--- config.mk ---
export PLATFORM = sky130hd
export DESIGN_NAME = j1850_err_monitor
export DESIGN_NICKNAME = d
export VERILOG_FILES = /design/src/rtl/j1850_mon_pkg.sv /design/src/rtl/j1850_sym_tracker.sv /design/src/rtl/j1850_crc8.sv /design/src/rtl/j1850_tx_guard.sv /design/src/rtl/j1850_status.sv /design/src/rtl/j1850_err_monitor.sv
export SDC_FILE = /design/constraint.sdc
export NUM_CORES = 1
export LEC_CHECK = 0
export ABC_AREA = 1
export BUFFER_PORTS_ARGS = -buffer_cell sky130_fd_sc_hd__buf_2
export CORE_UTILIZATION = 54
export DETAILED_ROUTE_END_ITERATION = 10
export PLACE_DENSITY = 0.76
export SYNTH_ARGS = -nofsm -noshare
export SYNTH_HDL_FRONTEND = slang
export SYNTH_SLANG_ARGS = --single-unit
export TNS_END_PERCENT = 50
--- constraint.sdc ---
create_clock -name clk -period 1.8 [get_ports clk]
set_clock_uncertainty 0.1 [all_clocks]
set_input_delay 0 -clock clk [delete_from_list [all_inputs] [get_ports clk]]
set_output_delay 0 -clock clk [all_outputs]
set_load 0.02 [all_outputs]
--- src/rtl/j1850_mon_pkg.sv ---
package j1850_mon_pkg;

  typedef enum logic [2:0] {
    SYM_B0   = 3'd0,
    SYM_B1   = 3'd1,
    SYM_SOF  = 3'd2,
    SYM_EOD  = 3'd3,
    SYM_EOF  = 3'd4,
    SYM_BRK  = 3'd5,
    SYM_INV  = 3'd6,
    SYM_IDLE = 3'd7
  } sym_e;

  typedef enum logic [1:0] {
    TRK_WAIT_SOF  = 2'd0,
    TRK_FRAME     = 2'd1,
    TRK_WAIT_IDLE = 2'd2
  } trk_e;

  typedef enum logic [2:0] {
    ST_NONE   = 3'd0,
    ST_TDRE   = 3'd1,
    ST_CRC    = 3'd2,
    ST_TXERR  = 3'd3,
    ST_SYMERR = 3'd4
  } stat_e;

  function automatic logic is_data(sym_e s);
    return (s == SYM_B0) || (s == SYM_B1);
  endfunction

endpackage

--- src/rtl/j1850_sym_tracker.sv ---
module j1850_sym_tracker
  import j1850_mon_pkg::*;
#(
  parameter int BYTE_BITS  = 8,
  parameter int BYTE_CNT_W = 16,
  localparam int BIT_W     = $clog2(BYTE_BITS)
) (
  input  logic             clk,
  input  logic             rst_n,
  input  logic             beat,
  input  sym_e             rx_s,
  input  logic             tx_active,
  output trk_e             state,
  output logic [BIT_W-1:0] bit_idx,
  output logic             byte_done,
  output logic             sym_err_ev,
  output logic             crc_chk,
  output logic             crc_bit_en,
  output logic             crc_init
);

  localparam logic [BIT_W-1:0]      BIT_LAST = BIT_W'(BYTE_BITS - 1);
  localparam logic [BIT_W-1:0]      BIT_ONE  = BIT_W'(1);
  localparam logic [BYTE_CNT_W-1:0] BYTE_MAX = '1;
  localparam logic [BYTE_CNT_W-1:0] BYTE_ONE = BYTE_CNT_W'(1);

  logic [BYTE_CNT_W-1:0] bytes;
  logic in_frame, boundary, eod_ev, eof_ev, brk_ev, inv_ev, frm_ev;

  always_comb begin
    in_frame   = (state == TRK_FRAME);
    boundary   = (bit_idx == '0);
    eod_ev     = beat && in_frame && (rx_s == SYM_EOD);
    eof_ev     = beat && in_frame && (rx_s == SYM_EOF);
    brk_ev     = beat && (rx_s == SYM_BRK) && (in_frame || tx_active);
    inv_ev     = beat && in_frame && ((rx_s == SYM_INV) || (rx_s == SYM_SOF));
    frm_ev     = (eod_ev && (!boundary || (bytes == '0))) || (eof_ev && !boundary);
    sym_err_ev = brk_ev || inv_ev || frm_ev;
    crc_chk    = eod_ev && boundary && (bytes != '0);
    crc_bit_en = beat && in_frame && is_data(rx_s);
    byte_done  = crc_bit_en && (bit_idx == BIT_LAST);
    crc_init   = (beat && (state == TRK_WAIT_SOF) && (rx_s == SYM_SOF)) || crc_chk;
  end

  always_ff @(posedge clk or negedge rst_n) begin
    if (!rst_n) begin
      state   <= TRK_WAIT_SOF;
      bit_idx <= '0;
      bytes   <= '0;
    end else if (sym_err_ev) begin
      state <= TRK_WAIT_IDLE;
    end else begin
      unique case (state)
        TRK_WAIT_SOF: begin
          if (beat && (rx_s == SYM_SOF)) begin
            state   <= TRK_FRAME;
            bit_idx <= '0;
            bytes   <= '0;
          end
        end
        TRK_FRAME: begin
          if (crc_bit_en) begin
            bit_idx <= byte_done ? '0 : bit_idx + BIT_ONE;
            if (byte_done && (bytes != BYTE_MAX)) bytes <= bytes + BYTE_ONE;
          end
          if (crc_chk) bytes <= '0;
          if (beat && ((rx_s == SYM_EOF) || (rx_s == SYM_IDLE))) state <= TRK_WAIT_SOF;
        end
        TRK_WAIT_IDLE: begin
          if (beat && ((rx_s == SYM_IDLE) || (rx_s == SYM_EOF))) state <= TRK_WAIT_SOF;
        end
        default: state <= TRK_WAIT_IDLE;
      endcase
    end
  end

  // an end symbol off a byte boundary forces the wait-for-idle state
  a_r1_offbound_waits_idle: assert property (@(posedge clk) disable iff (!rst_n)
    (beat && in_frame && ((rx_s == SYM_EOD) || (rx_s == SYM_EOF)) && !boundary)
    |=> (state == TRK_WAIT_IDLE));

  // a full byte at the ceiling leaves the count at the ceiling
  a_r9_no_overflow: assert property (@(posedge clk) disable iff (!rst_n)
    (byte_done && (bytes == BYTE_MAX)) |=> (bytes == BYTE_MAX));

  // while waiting for idle, any symbol other than IDLE/EOF keeps the wait
  a_r6_idle_gate: assert property (@(posedge clk) disable iff (!rst_n)
    ((state == TRK_WAIT_IDLE) && !(beat && ((rx_s == SYM_IDLE) || (rx_s == SYM_EOF))))
    |=> (state == TRK_WAIT_IDLE));

endmodule

--- src/rtl/j1850_crc8.sv ---
module j1850_crc8 #(
  parameter int              CRC_W = 8,
  parameter logic [CRC_W-1:0] POLY = 8'h1D,
  parameter logic [CRC_W-1:0] INIT = 8'hFF
) (
  input  logic             clk,
  input  logic             rst_n,
  input  logic             init,
  input  logic             bit_en,
  input  logic             bit_val,
  output logic [CRC_W-1:0] crc
);

  logic             fb;
  logic [CRC_W-1:0] nxt;

  always_comb begin
    fb  = crc[CRC_W-1] ^ bit_val;
    nxt = {crc[CRC_W-2:0], 1'b0} ^ (fb ? POLY : '0);
  end

  always_ff @(posedge clk or negedge rst_n) begin
    if (!rst_n)      crc <= INIT;
    else if (init)   crc <= INIT;
    else if (bit_en) crc <= nxt;
  end

endmodule

--- src/rtl/j1850_tx_guard.sv ---
module j1850_tx_guard
  import j1850_mon_pkg::*;
#(
  parameter int BIT_W = 3
) (
  input  logic             clk,
  input  logic             rst_n,
  input  logic             beat,
  input  logic             tx_active,
  input  sym_e             rx_s,
  input  sym_e             tx_s,
  input  logic [BIT_W-1:0] bit_idx,
  input  logic             line_idle,
  input  logic             byte_done,
  input  logic             tx_req,
  input  logic             bus_active,
  input  logic             tx_load,
  output logic             tx_go,
  output logic             tx_abort,
  output logic             tx_err_ev,
  output logic             clash_ev,
  output logic             tdre
);

  logic tx_beat, sof_ok, hold, tdre_set;

  always_comb begin
    tx_beat   = beat && tx_active;
    sof_ok    = tx_beat && (tx_s == SYM_SOF) && (rx_s == SYM_SOF);
    tx_err_ev = tx_beat && ((tx_s == SYM_INV)
              || (((tx_s == SYM_EOD) || (tx_s == SYM_EOF)) && (bit_idx != '0))
              || ((tx_s == SYM_SOF) && (rx_s != SYM_SOF)));
    clash_ev  = tx_beat && (tx_s == SYM_EOD) && ((rx_s == SYM_B0) || (rx_s == SYM_SOF));
    tx_abort  = tx_err_ev || clash_ev || (tx_beat && (rx_s == SYM_BRK));
    tx_go     = tx_req && !bus_active && line_idle && !hold;
    tdre_set  = sof_ok || (tx_active && byte_done);
  end

  always_ff @(posedge clk or negedge rst_n) begin
    if (!rst_n) begin
      hold <= 1'b0;
      tdre <= 1'b0;
    end else begin
      if (tx_abort)     hold <= 1'b1;
      else if (!tx_req) hold <= 1'b0;
      if (tx_load)       tdre <= 1'b0;
      else if (tdre_set) tdre <= 1'b1;
    end
  end

  // no grant right after an abort while the same command is still up
  a_r7_no_retry: assert property (@(posedge clk) disable iff (!rst_n)
    ($past(tx_abort) && tx_req) |-> !tx_go);

  // a load empties nothing but clears the data-empty condition
  a_r10_load_clears: assert property (@(posedge clk) disable iff (!rst_n)
    tx_load |=> !tdre);

endmodule

--- src/rtl/j1850_status.sv ---
module j1850_status
  import j1850_mon_pkg::*;
(
  input  logic  clk,
  input  logic  rst_n,
  input  logic  sym_ev,
  input  logic  tx_ev,
  input  logic  crc_ev,
  input  logic  tdre,
  input  logic  stat_rd,
  input  logic  irq_en,
  output stat_e code,
  output logic  irq
);

  logic f_sym, f_tx, f_crc;

  always_comb begin
    if (f_sym)      code = ST_SYMERR;
    else if (f_tx)  code = ST_TXERR;
    else if (f_crc) code = ST_CRC;
    else if (tdre)  code = ST_TDRE;
    else            code = ST_NONE;
    irq = irq_en && (code != ST_NONE);
  end

  always_ff @(posedge clk or negedge rst_n) begin
    if (!rst_n) begin
      f_sym <= 1'b0;
      f_tx  <= 1'b0;
      f_crc <= 1'b0;
    end else begin
      f_sym <= sym_ev || (f_sym && !(stat_rd && (code == ST_SYMERR)));
      f_tx  <= tx_ev  || (f_tx  && !(stat_rd && (code == ST_TXERR)));
      f_crc <= crc_ev || (f_crc && !(stat_rd && (code == ST_CRC)));
    end
  end

  // reading the top symbol error with no new one retires it
  a_r11_rd_clears_top: assert property (@(posedge clk) disable iff (!rst_n)
    (stat_rd && (code == ST_SYMERR) && !sym_ev) |=> (code != ST_SYMERR));

endmodule

--- src/rtl/j1850_err_monitor.sv ---
module j1850_err_monitor
  import j1850_mon_pkg::*;
#(
  parameter int         BYTE_BITS   = 8,
  parameter int         BYTE_CNT_W  = 16,
  parameter logic [7:0] CRC_POLY    = 8'h1D,
  parameter logic [7:0] CRC_INIT    = 8'hFF,
  parameter logic [7:0] CRC_RESIDUE = 8'hC4
) (
  input  logic       clk,
  input  logic       rst_n,
  input  logic       sym_valid,
  output logic       sym_ready,
  input  logic [2:0] rx_sym,
  input  logic       tx_active,
  input  logic [2:0] tx_sym,
  input  logic       tx_req,
  input  logic       bus_active,
  input  logic       tx_load,
  input  logic       stat_rd,
  input  logic       irq_en,
  output logic       tx_go,
  output logic       tx_abort,
  output logic [2:0] stat_code,
  output logic       irq
);

  localparam int BIT_W = $clog2(BYTE_BITS);

  sym_e             rx_s, tx_s;
  trk_e             trk_state;
  logic [BIT_W-1:0] bit_idx;
  logic             byte_done, trk_sym_ev, crc_chk, crc_bit_en, crc_init;
  logic             tx_err_ev, clash_ev, tdre, crc_err_ev;
  logic [7:0]       crc;
  stat_e            code;

  assign sym_ready  = 1'b1;
  assign rx_s       = sym_e'(rx_sym);
  assign tx_s       = sym_e'(tx_sym);
  assign crc_err_ev = crc_chk && (crc != CRC_RESIDUE);
  assign stat_code  = code;

  j1850_sym_tracker #(
    .BYTE_BITS  (BYTE_BITS),
    .BYTE_CNT_W (BYTE_CNT_W)
  ) u_trk (
    .clk        (clk),
    .rst_n      (rst_n),
    .beat       (sym_valid),
    .rx_s       (rx_s),
    .tx_active  (tx_active),
    .state      (trk_state),
    .bit_idx    (bit_idx),
    .byte_done  (byte_done),
    .sym_err_ev (trk_sym_ev),
    .crc_chk    (crc_chk),
    .crc_bit_en (crc_bit_en),
    .crc_init   (crc_init)
  );

  j1850_crc8 #(
    .CRC_W (8),
    .POLY  (CRC_POLY),
    .INIT  (CRC_INIT)
  ) u_crc (
    .clk     (clk),
    .rst_n   (rst_n),
    .init    (crc_init),
    .bit_en  (crc_bit_en),
    .bit_val (rx_s == SYM_B1),
    .crc     (crc)
  );

  j1850_tx_guard #(
    .BIT_W (BIT_W)
  ) u_guard (
    .clk        (clk),
    .rst_n      (rst_n),
    .beat       (sym_valid),
    .tx_active  (tx_active),
    .rx_s       (rx_s),
    .tx_s       (tx_s),
    .bit_idx    (bit_idx),
    .line_idle  (trk_state == TRK_WAIT_SOF),
    .byte_done  (byte_done),
    .tx_req     (tx_req),
    .bus_active (bus_active),
    .tx_load    (tx_load),
    .tx_go      (tx_go),
    .tx_abort   (tx_abort),
    .tx_err_ev  (tx_err_ev),
    .clash_ev   (clash_ev),
    .tdre       (tdre)
  );

  j1850_status u_stat (
    .clk     (clk),
    .rst_n   (rst_n),
    .sym_ev  (trk_sym_ev || clash_ev),
    .tx_ev   (tx_err_ev),
    .crc_ev  (crc_err_ev),
    .tdre    (tdre),
    .stat_rd (stat_rd),
    .irq_en  (irq_en),
    .code    (code),
    .irq     (irq)
  );

  // every abort leaves a transmission or symbol error behind
  a_r3_abort_flags: assert property (@(posedge clk) disable iff (!rst_n)
    tx_abort |=> ((stat_code == ST_SYMERR) || (stat_code == ST_TXERR)));

  // a checked frame with a bad residue reports at least a CRC error
  a_r5_crc_reported: assert property (@(posedge clk) disable iff (!rst_n)
    crc_err_ev |=> (stat_code >= ST_CRC));

endmodule

==> results of run 1 <==
-- layout make-up --
cell class / instances / area share [%]
Clock buffer: 5 / 2.02
Sequential cell: 34 / 25.2
Clock inverter: 3 / 1.17
Multi-Input combinational cell: 281 / 47.6
Timing Repair Buffer: 73 / 16.8
Tap cell: 52 / 1.91
Inverter: 48 / 5.28
-- metal layers --
layer  track usage, %  vias up
met3             4.50       13
li1                 -     1322
met2             47.1       84
met4             8.71        0
met5                0        -
met1             39.1     1291
-- tightest hold or removal path, cell delays in order --
cell     delay, ps
buf_2           90
nor3_1          50
nand3_1         70
a31o_2         140
inv_1           30
-- final timing paths --
check	cells after the start	slack [ps]	to
max	11	-110	u_trk.bytes[6]
min	5	20	u_guard.tdre
max reg2reg	11	-110	u_trk.bytes[6]
min reg2reg	2	430	u_guard.hold
max in group asynchronous	2	890	u_trk.bit_idx[1]
min in group asynchronous	2	220	u_trk.bytes[12]
-- cells in the final DEF (no fill, tap or decap), drive strengths merged, types with 2 or more instances in the layout --
cell type,netlist,routed
nand2,111,111
buf,8,67
o21ai,13,13
clkinv,0,2
nor2,62,62
a21oi,8,8
nand3,29,29
ha,8,8
dlygate4sd3,0,5
nor4,2,2
o21bai,16,16
inv,48,48
dfrtp,26,26
clkbuf,2,6
dfstp,8,8
nand3b,2,2
nand4,7,7
o211ai,3,3
nor3,5,5
xor2,8,8
-- flip-flops by register name, indices dropped and copies added (netlist names) --
register	count
u_stat.f_tx	1
u_stat.f_sym	1
u_guard.hold	1
u_trk.bytes	16
u_trk.state	2
u_crc.crc	8
u_trk.bit_idx	3
u_stat.f_crc	1
u_guard.tdre	1
-- power breakdown --
group,total [mW],internal (mW),switching (mW)
combinational,1.57,0.718,0.849
clock,0.731,0.408,0.323
sequential,1.08,0.956,0.122
-- cell families (layout without fill, tap and decap cells) --
logic type / after synthesis / count (layout) / synth area share [%]
buffers and inverters: 58 / 129 / 9.68
other: 1 / 1 / 0.144
adder cells (fa/ha/maj): 8 / 8 / 3.83
XOR/XNOR: 8 / 8 / 2.68
AND/OR/NAND/NOR: 220 / 220 / 39.9
AO/OA/AOI/OAI: 44 / 44 / 10.8
flip-flops: 34 / 34 / 33.0
-- what timing repair did --
item,in CTS,in global routing
hold buffers,5,0
setup endpoints to repair,20,23
pin swaps,8,22
resized for setup,13,30
buffers inserted,3,3
hold endpoints to repair,33,0
cloned,1,2
-- stage by stage --
step	TNS, ps	worst slack, ps	total power [mW]
floorplan	-587	-61.3	1.87
global placement	-604	-80.4	2.29
detailed placement	-1220	-109	2.33
CTS	-140	-30.1	3.16
global route	-2890	-186	3.55
finish	-1560	-108	3.38
==> metrics.txt, run 1 <==
Final period util=106%; Synth area leaders=dfrtp_1 25%, nand2_1 14%, dfstp_2 8.0%, nor2_1 7.8%, inv_1 6.5%; Inserted Diodes=0; launch point of the worst hold path=tx_sym[2]; DP Cell Count=474; maximum clock insertion buffer count=2; Req. time, crit path=1940 ps; first-pass GRT wire length=11500 um; Period minus WS final=1910 ps; Vias/cell=5.46; total number of H-tree levels=2; Critical Path, Cell by Cell=inv_2 > ha_4 > buf_4 > nor2_4 > o21ai_2 > nor2_2 > nand3_4 > nor2_8 > clkbuf_16 > nand2_2 > nand2_1; total of max-cap violations=0; CP startpoint kind=flop; #FFs+latches synth=34; outcome=finished, violations left; initial antenna violation count=0; grt ovf=0; vias in the first global route=2527; critical path startpoint=u_trk.state[1]; hold slack=15.0 ps; setup slack after layout=-108 ps; RSZ-0062 raised after global routing=yes; largest area contributor in the synthesized netlist=dfrtp_1; synthesized area=2610 um2; ys flop type=dfrtp_1; # DRC=0; asr flop ratio synth=100%; Multi-input gate area=1620 um2; pin count of the biggest net entering global routing=35; wire length on met2=3570 um; number of synthesized flops with an enable pin=0; Slew @ Worst Pin=784 ps; critical path class=flop to flop; failing checks=setup timing; WP buf/inv=3; crit end category=flop; Slew headroom=47.7%; Core Util, Final=75.7%; Static Leak=1.76 nW; initial core utilization=58.0%; CP max FO=5; most frequent cells after synthesis=94 x nand2_1, 54 x nor2_1, 45 x inv_1; met3 WL post-DR=400 um; GRT Util Overall=28.6%; Hold Fails Final Rpt=0; clk_lat worst skew=300 ps; CTS tree=built; Fillers=320; Cell variety after synth=35; FF-to-FF Start=u_trk.state[1]; P per Cell Area=990 nW/um2; most frequent cell after synthesis=nand2_1; Hold Path Class=primary input to flop; Peak VDD IR=707 uV; Worst EP arrival=2050 ps; fin cells=496; io pins=22; Avg Inst Size Synth=7.00 um2; Die W=71.5 um; total routed wirelength=7180 um; crit-path max cell delay=370 ps; top sig layer=met4; Root Buffer=clkbuf_8; total number of vias=2710; dpl hpwl=4680 um; TritonCTS Buffers=5; register area share after synthesis=33.0%; syn_nets=396; clk slew on worst S/H paths=80 ps; cell family with most CP delay=simple AND/OR/NAND/NOR gates; share of cells above drive strength 1=32.4%; Final Instance Area=3410 um2; IO buf count=20; Mapped Cells=373; Routed Antenna Nets=0; routed wire length per instance=14.5 um; core area=4500 um2; Achievable Freq=524 MHz; area share of the largest cell type after synthesis=24.9%; final setup violation count=19; synth-to-layout area growth=30.6%; CP max stage cell=dfrtp_1; DR pass1 iterations=4; Die Y=71.5 um; Reg area=861 um2; DRT iter0 DRCs=257; met1 wire length=3090 um; Placer Congestion=0.865; num rows=24; die footprint=5120 um2; YS warnings=0; nets=466; final slew viol count=0; Cell Area, Placed=3020 um2; Num Clock Sinks=34
Power figures use the tool's default switching activity.
==> run 2: changes to the inputs <==
ABC_AREA = unset   (was 1)
CORE_UTILIZATION = 53   (was 54)
CTS_BUF_LIST = sky130_fd_sc_hd__clkbuf_16   (was unset)
==> run 2 against run 1 <==
Net effect:
- the run still ends with setup timing left
- worst setup slack worse by 260 ps
- total power is 9.6% higher
- sequential cell count stayed put
- count of clock-buffer cells in the layout stayed put
- maximum frequency is 12% lower
- cell area is 4.1% lower
- global-route usage is 4.4 points higher
==> metrics.txt, run 2 <==
outcome=finished, violations left (unchanged); failing checks=setup timing (unchanged); CP endpoint=u_trk.bit_idx[0] (was u_trk.bytes[6]); # DRC=0 (unchanged); FF-to-FF Start=u_trk.state[1] (unchanged); Placer Congestion=0.905 (was 0.865); Placement Setup Slack=-553 ps (was -109 ps); Final period util=120% (was 106%); share of cells above drive strength 1=41.1% (was 32.4%); synthesized area=2210 um2 (was 2610 um2); #FFs+latches synth=34 (unchanged); clk_lat worst skew=290 ps (was 300 ps); Die W=66.6 um (was 71.5 um); IO buf count=20 (unchanged); Static Leak=1.57 nW (was 1.76 nW); most frequent cell after synthesis=nand2_1 (unchanged); synth-to-layout area growth=47.6% (was 30.6%); io pins=22 (unchanged); register area share after synthesis=38.9% (was 33.0%); DR pass1 iterations=4 (unchanged); Critical Path, Cell by Cell=inv_2 > ha_4 > inv_2 > or4b_4 > or3_1 > o32a_1 > o21ai_2 (was inv_2 > ha_4 > buf_4 > nor2_4 > o21ai_2 > nor2_2 > nand3_4 > nor2_8 > clkbuf_16 > nand2_2 > nand2_1); Cell variety after synth=56 (was 35); Most common cell on crit path=inv_2; setup slack after layout=-363 ps (was -108 ps); Reg-to-Reg End=u_trk.bit_idx[0] (was u_trk.bytes[6]); Vias/cell=5.97 (was 5.46); Root Buffer=clkbuf_16 (was clkbuf_8); number of synthesized flops with an enable pin=0 (unchanged); Reg with most FFs=u_trk.bytes (unchanged); TritonCTS Buffers=5 (unchanged); Hold Fails Final Rpt=0 (unchanged); Worst EP arrival=2270 ps (was 2050 ps); commonest non-fill, non-tap cell in the layout=buf_4 (was nand2_1); vias in the first global route=2357 (was 2527); CP max stage cell=or4b_4 (was dfrtp_1); total of max-cap violations=0 (unchanged); DRT iter0 DRCs=153 (was 257); dpl hpwl=4200 um (was 4680 um); final slew viol count=0 (unchanged); crit end category=flop (unchanged); Avg Inst Size Synth=8.65 um2 (was 7.00 um2); Largest register FFs=16 (unchanged); grt ovf=0 (unchanged); Req. time, crit path=1910 ps (was 1940 ps); crit-path max cell delay=490 ps (was 370 ps); GRT Util Overall=33.0% (was 28.6%); CTS tree=built (unchanged); initial core utilization=55.4% (was 58.0%); reg2reg setup slack=-360 ps (was -110 ps); Period minus WS final=2160 ps (was 1910 ps); R2R cell count=7 (was 11); RSZ-0062 raised after global routing=yes (unchanged); Top Registers=u_trk.bytes: 16 flops, u_crc.crc: 8 flops, u_trk.bit_idx: 3 flops (unchanged); ys flop type=dfrtp_1 (unchanged); Peak VDD IR=784 uV (was 707 uV); core area=4000 um2 (was 4500 um2); Num Clock Sinks=34 (unchanged); YS warnings=0 (unchanged); Synth area leaders=dfrtp_1 29%, dfstp_2 9.5%, nand2_1 5.3%, ha_1 4.5%, o21ai_0 4.3% (was dfrtp_1 25%, nand2_1 14%, dfstp_2 8.0%, nor2_1 7.8%, inv_1 6.5%); CP startpoint kind=flop (unchanged); initial antenna violation count=0 (unchanged); critical path startpoint=u_trk.state[1] (unchanged); routed wire length per instance=16.9 um (was 14.5 um); area share of the largest cell type after synthesis=29.4% (was 24.9%); most frequent cells in the layout=74 x buf_4, 29 x nand2_1, 26 x dfrtp_1, 19 x buf_2, 18 x nor2_1 (was 87 x nand2_1, 48 x nor2_1, 39 x inv_1, 38 x buf_4, 28 x nand3_1); Slew headroom=46.9% (was 47.7%); DP Cell Count=383 (was 474); P per Cell Area=1130 nW/um2 (was 990 nW/um2); Die Y=66.6 um (was 71.5 um); nets=375 (was 466); total number of vias=2406 (was 2710); asr flop ratio synth=100% (unchanged); first-pass GRT wire length=10600 um (was 11500 um); maximum clock insertion buffer count=2 (unchanged); total number of H-tree levels=2 (unchanged); most frequent cells after synthesis=31 x nand2_1, 26 x dfrtp_1, 19 x o21ai_0 (was 94 x nand2_1, 54 x nor2_1, 45 x inv_1); Routed Antenna Nets=0 (unchanged); critical path class=flop to flop (unchanged); final setup violation count=27 (was 19); fin cells=403 (was 496); Inserted Diodes=0 (unchanged); launch point of the worst hold path=tx_sym[0] (was tx_sym[2]); clk slew on worst S/H paths=60 ps (was 80 ps); largest area contributor in the synthesized netlist=dfrtp_1 (unchanged); CP max FO=6 (was 5); pin count of the biggest net entering global routing=35 (unchanged); die footprint=4440 um2 (was 5120 um2); Fillers=247 (was 320); hold slack=52.7 ps (was 15.0 ps); syn_nets=279 (was 396); Slew @ Worst Pin=796 ps (was 784 ps); Mapped Cells=256 (was 373); Hold Path Class=primary input to flop (unchanged); Achievable Freq=462 MHz (was 524 MHz); total routed wirelength=6830 um (was 7180 um); num rows=23 (was 24)
run 2: worst min-delay path by stage:
stage                     slack, ps  cells past startpoint            to
after CTS                        30                      3  u_stat.f_sym
after global placement           20                      1  u_guard.hold
final                            50                      3  u_stat.f_sym
after global routing             70                      3  u_stat.f_sym
after floorplan                -400                      0  u_guard.hold
after detailed placement         20                      1  u_guard.hold
run 2: power breakdown:
group,switching [mW],internal (mW)
Combinational,0.729,0.803
Clock,0.352,0.653
Sequential,0.167,0.997
run 2: cell families after synthesis:
family	after synthesis	synth area share (%)
AO/OA/AOI/OAI	62	20.0
XOR/XNOR	6	2.37
adder cells (fa/ha/maj)	8	4.52
buffers and inverters	30	6.04
flip-flops	34	38.9
multiplexers	2	0.904
other	1	0.169
AND/OR/NAND/NOR	113	27.1
run 2: repair_timing:
action                                 4_1_cts  5_1_grt
gates resized for setup                     22       20
hold buffers                                 4        0
pin swaps                                   10        4
cloned                                       0        0
setup endpoints to repair                   31       34
buffers inserted                             6        2
endpoints found under the hold margin       30        0
run 2: layer usage:
metal / vias up / global-route usage [%] / wire length, um
met2: 74 / 61.4 / 3560
met3: 20 / 7.36 / 325
li1: 1137 / - / -
met5: - / 0 / 0
met1: 1175 / 34.6 / 2700
met4: 0 / 15.7 / 244
run 2: final cells by class:
| class | count | area, um2 | share of cell area (%) |
|---|---|---|---|
| Sequential cell | 34 | 861 | 26.3 |
| Timing Repair Buffer | 103 | 758 | 23.2 |
| Clock inverter | 3 | 45.0 | 1.38 |
| Multi-Input combinational cell | 192 | 1360 | 41.5 |
| Clock buffer | 5 | 125 | 3.83 |
| Inverter | 16 | 60.1 | 1.84 |
| Tap cell | 50 | 62.6 | 1.91 |
run 2: metrics by stage:
stage	setup TNS (ps)	utilization [%]	power, mW	area [um2]
after floorplan	-6130	-	1.81	2230
after global placement	-8040	71.2	2.34	2850
after detailed placement	-9300	71.2	2.39	2850
after CTS	-4760	79.6	3.54	3190
after global routing	-8540	81.7	3.91	3270
final	-5840	81.7	3.70	3270
run 2: worst max-delay path, delay by kind of cell (launching register included):
family,cells,cell delay [ps]
simple gates,2,810
fa+ha+maj,1,180
compound gates,2,440
buf+inv,2,160
flops,1,390
==> run 3: changes to the inputs <==
RECOVER_POWER = 25   (was unset)
==> run 3 against run 2 <==
Net effect:
- the run still ends with setup timing left
- first-iteration DRC count did not move
- non-clock buffer count stayed put
- count of clock-buffer cells in the layout unchanged
- sequential power barely moved
- largest cell class unchanged
- final cell count did not move
- via count unchanged
- critical endpoint unchanged
- global-route usage did not move
==> metrics.txt, run 3 (same netlist as run 2, synthesis figures left out) <==
Top Registers=u_trk.bytes: 16 flops, u_crc.crc: 8 flops, u_trk.bit_idx: 3 flops (unchanged); grt ovf=0 (unchanged); CP max stage cell=or4b_4 (unchanged); routed wire length per instance=16.9 um (unchanged); Hold Path Class=primary input to flop (unchanged); CP startpoint kind=flop (unchanged); Pwr Total=3.70 mW (about the same); # DRC=0 (unchanged); wire length on met2=3560 um (unchanged); Die Y=66.6 um (unchanged); Most common cell on crit path=inv_2 (unchanged); commonest non-fill, non-tap cell in the layout=buf_4 (unchanged); met1 wire length=2700 um (about the same); Static Leak=1.56 nW (was 1.57 nW); final slew viol count=0 (unchanged); Reg with most FFs=u_trk.bytes (unchanged); total internal power=2.45 mW (about the same); num rows=23 (unchanged); clk slew on worst S/H paths=60 ps (about the same); Placement Setup Slack=-553 ps (unchanged); Worst EP arrival=2270 ps (about the same); Die W=66.6 um (unchanged); Req. time, crit path=1910 ps (about the same); Hold Fails Final Rpt=0 (unchanged); die footprint=4440 um2 (unchanged); setup slack after layout=-363 ps (unchanged); P_sw=1.25 mW (about the same); Inserted Diodes=0 (unchanged); share of cells above drive strength 1=40.8% (was 41.1%); Peak VDD IR=784 uV (about the same); crit-path max cell delay=490 ps (about the same); Cell Area, Placed=2850 um2 (unchanged); cell family with most CP delay=simple AND/OR/NAND/NOR gates (unchanged); RSZ-0062 raised after global routing=yes (unchanged); outcome=finished, violations left (unchanged); hold slack=52.7 ps (about the same); dpl hpwl=4200 um (unchanged); nets=375 (unchanged); Fillers=248 (was 247); Achievable Freq=462 MHz (unchanged); DR pass1 iterations=4 (unchanged); critical path startpoint=u_trk.state[1] (unchanged); Slew headroom=40.9% (was 46.9%); met3 WL post-DR=326 um (was 325 um); CP max FO=6 (unchanged); final setup violation count=27 (unchanged); Period minus WS final=2160 ps (unchanged); top sig layer=met4 (unchanged); Critical Path, Cell by Cell=inv_2 > ha_4 > inv_2 > or4b_4 > or3_1 > o32a_1 > o21ai_2 (unchanged); Slew @ Worst Pin=887 ps (was 796 ps); FF-to-FF Start=u_trk.state[1] (unchanged); total of max-cap violations=0 (unchanged); critical path class=flop to flop (unchanged); Num Clock Sinks=34 (unchanged); maximum clock insertion buffer count=2 (unchanged); io pins=22 (unchanged); GRT Util Overall=33.0% (unchanged); most frequent cells in the layout=74 x buf_4, 29 x nand2_1, 26 x dfrtp_1, 18 x nor2_1, 17 x buf_2 (was 74 x buf_4, 29 x nand2_1, 26 x dfrtp_1, 19 x buf_2, 18 x nor2_1); core area=4000 um2 (unchanged); total number of H-tree levels=2 (unchanged); vias in the first global route=2357 (unchanged); Root Buffer=clkbuf_16 (unchanged); Final period util=120% (unchanged); initial antenna violation count=0 (unchanged); first-pass GRT wire length=10600 um (unchanged); Routed Antenna Nets=0 (unchanged); WP buf/inv=2 (unchanged); TritonCTS Buffers=5 (unchanged); Comb pwr share=41.4% (about the same); Reg power frac=31.5% (about the same); synth-to-layout area growth=47.6% (about the same); clock power share=27.1% (about the same); CTS tree=built (unchanged); clk_lat worst skew=290 ps (about the same); crit end category=flop (unchanged); Vias/cell=5.97 (unchanged); initial core utilization=55.4% (unchanged); total number of vias=2406 (unchanged); launch point of the worst hold path=tx_sym[0] (unchanged); pin count of the biggest net entering global routing=35 (unchanged); IO buf count=20 (unchanged); Placer Congestion=0.905 (unchanged); failing checks=setup timing (unchanged); Sw Ratio=33.7% (about the same); Largest register FFs=16 (unchanged); DRT iter0 DRCs=153 (unchanged); total routed wirelength=6830 um (unchanged); P per Cell Area=1130 nW/um2 (about the same); Final Instance Area=3270 um2 (about the same)
[run 3: cell count changes in the layout (fill, tap and decap cells not counted)]
cell / change
clkbuf_2: +1
buf_2: -2
clkbuf_1: +1
[run 3: worst min-delay path: cells and delay by family]
family | cells | cell delay [ps]
AO/OA/AOI/OAI | 1 | 130
buffers and inverters | 1 | 110
AND/OR/NAND/NOR | 1 | 140
[run 3: layer usage]
metal  track usage [%]  vias to the layer above
met5                 0                        -
li1                  -                     1137
met4              15.7                        0
met2              61.4                       74
met1              34.6                     1175
met3              7.36                       20
[run 3: area by class of cell]
class	count	area, um2	share of cell area [%]
Clock buffer	5	125	3.83
Clock inverter	3	45.0	1.38
Inverter	16	60.1	1.84
Multi-Input combinational cell	192	1360	41.5
Sequential cell	34	861	26.3
Tap cell	50	62.6	1.91
Timing Repair Buffer	103	757	23.2
[run 3: timing repair]
action | 4_1_cts | 5_1_grt
pin swaps | 10 | 4
hold buffers | 4 | 0
hold endpoints to repair | 30 | 0
setup buffers | 6 | 2
gates resized for setup | 22 | 20
setup endpoints to repair | 31 | 34
[run 3: final timing paths]
path	depth (start not counted)	end	slack, ps
worst max-delay path	7	u_trk.bit_idx[0]	-360
worst min-delay path	3	u_stat.f_sym	50
worst max register to register	7	u_trk.bit_idx[0]	-360
worst min register to register	2	u_crc.crc[6]	410
max in group asynchronous	2	u_trk.bytes[7]	770
min in group asynchronous	2	u_guard.hold	280
[run 3: power groups by stage]
stage | logic [mW] | clock network (mW) | registers (mW)
floorplan | 0.666 | 0 | 1.14
global placement | 1.20 | 0 | 1.14
detailed placement | 1.24 | 0 | 1.15
CTS | 1.38 | 1.01 | 1.15
global route | 1.67 | 1.05 | 1.19
finish | 1.53 | 1.00 | 1.16
[run 3: metrics by stage]
step	instances	utilization, %	TNS, ps
finish	403	81.7	-5840
global route	403	81.7	-8540
CTS	401	79.6	-4760
detailed placement	383	71.2	-9300
global placement	383	71.2	-8040
floorplan	256	-	-6130
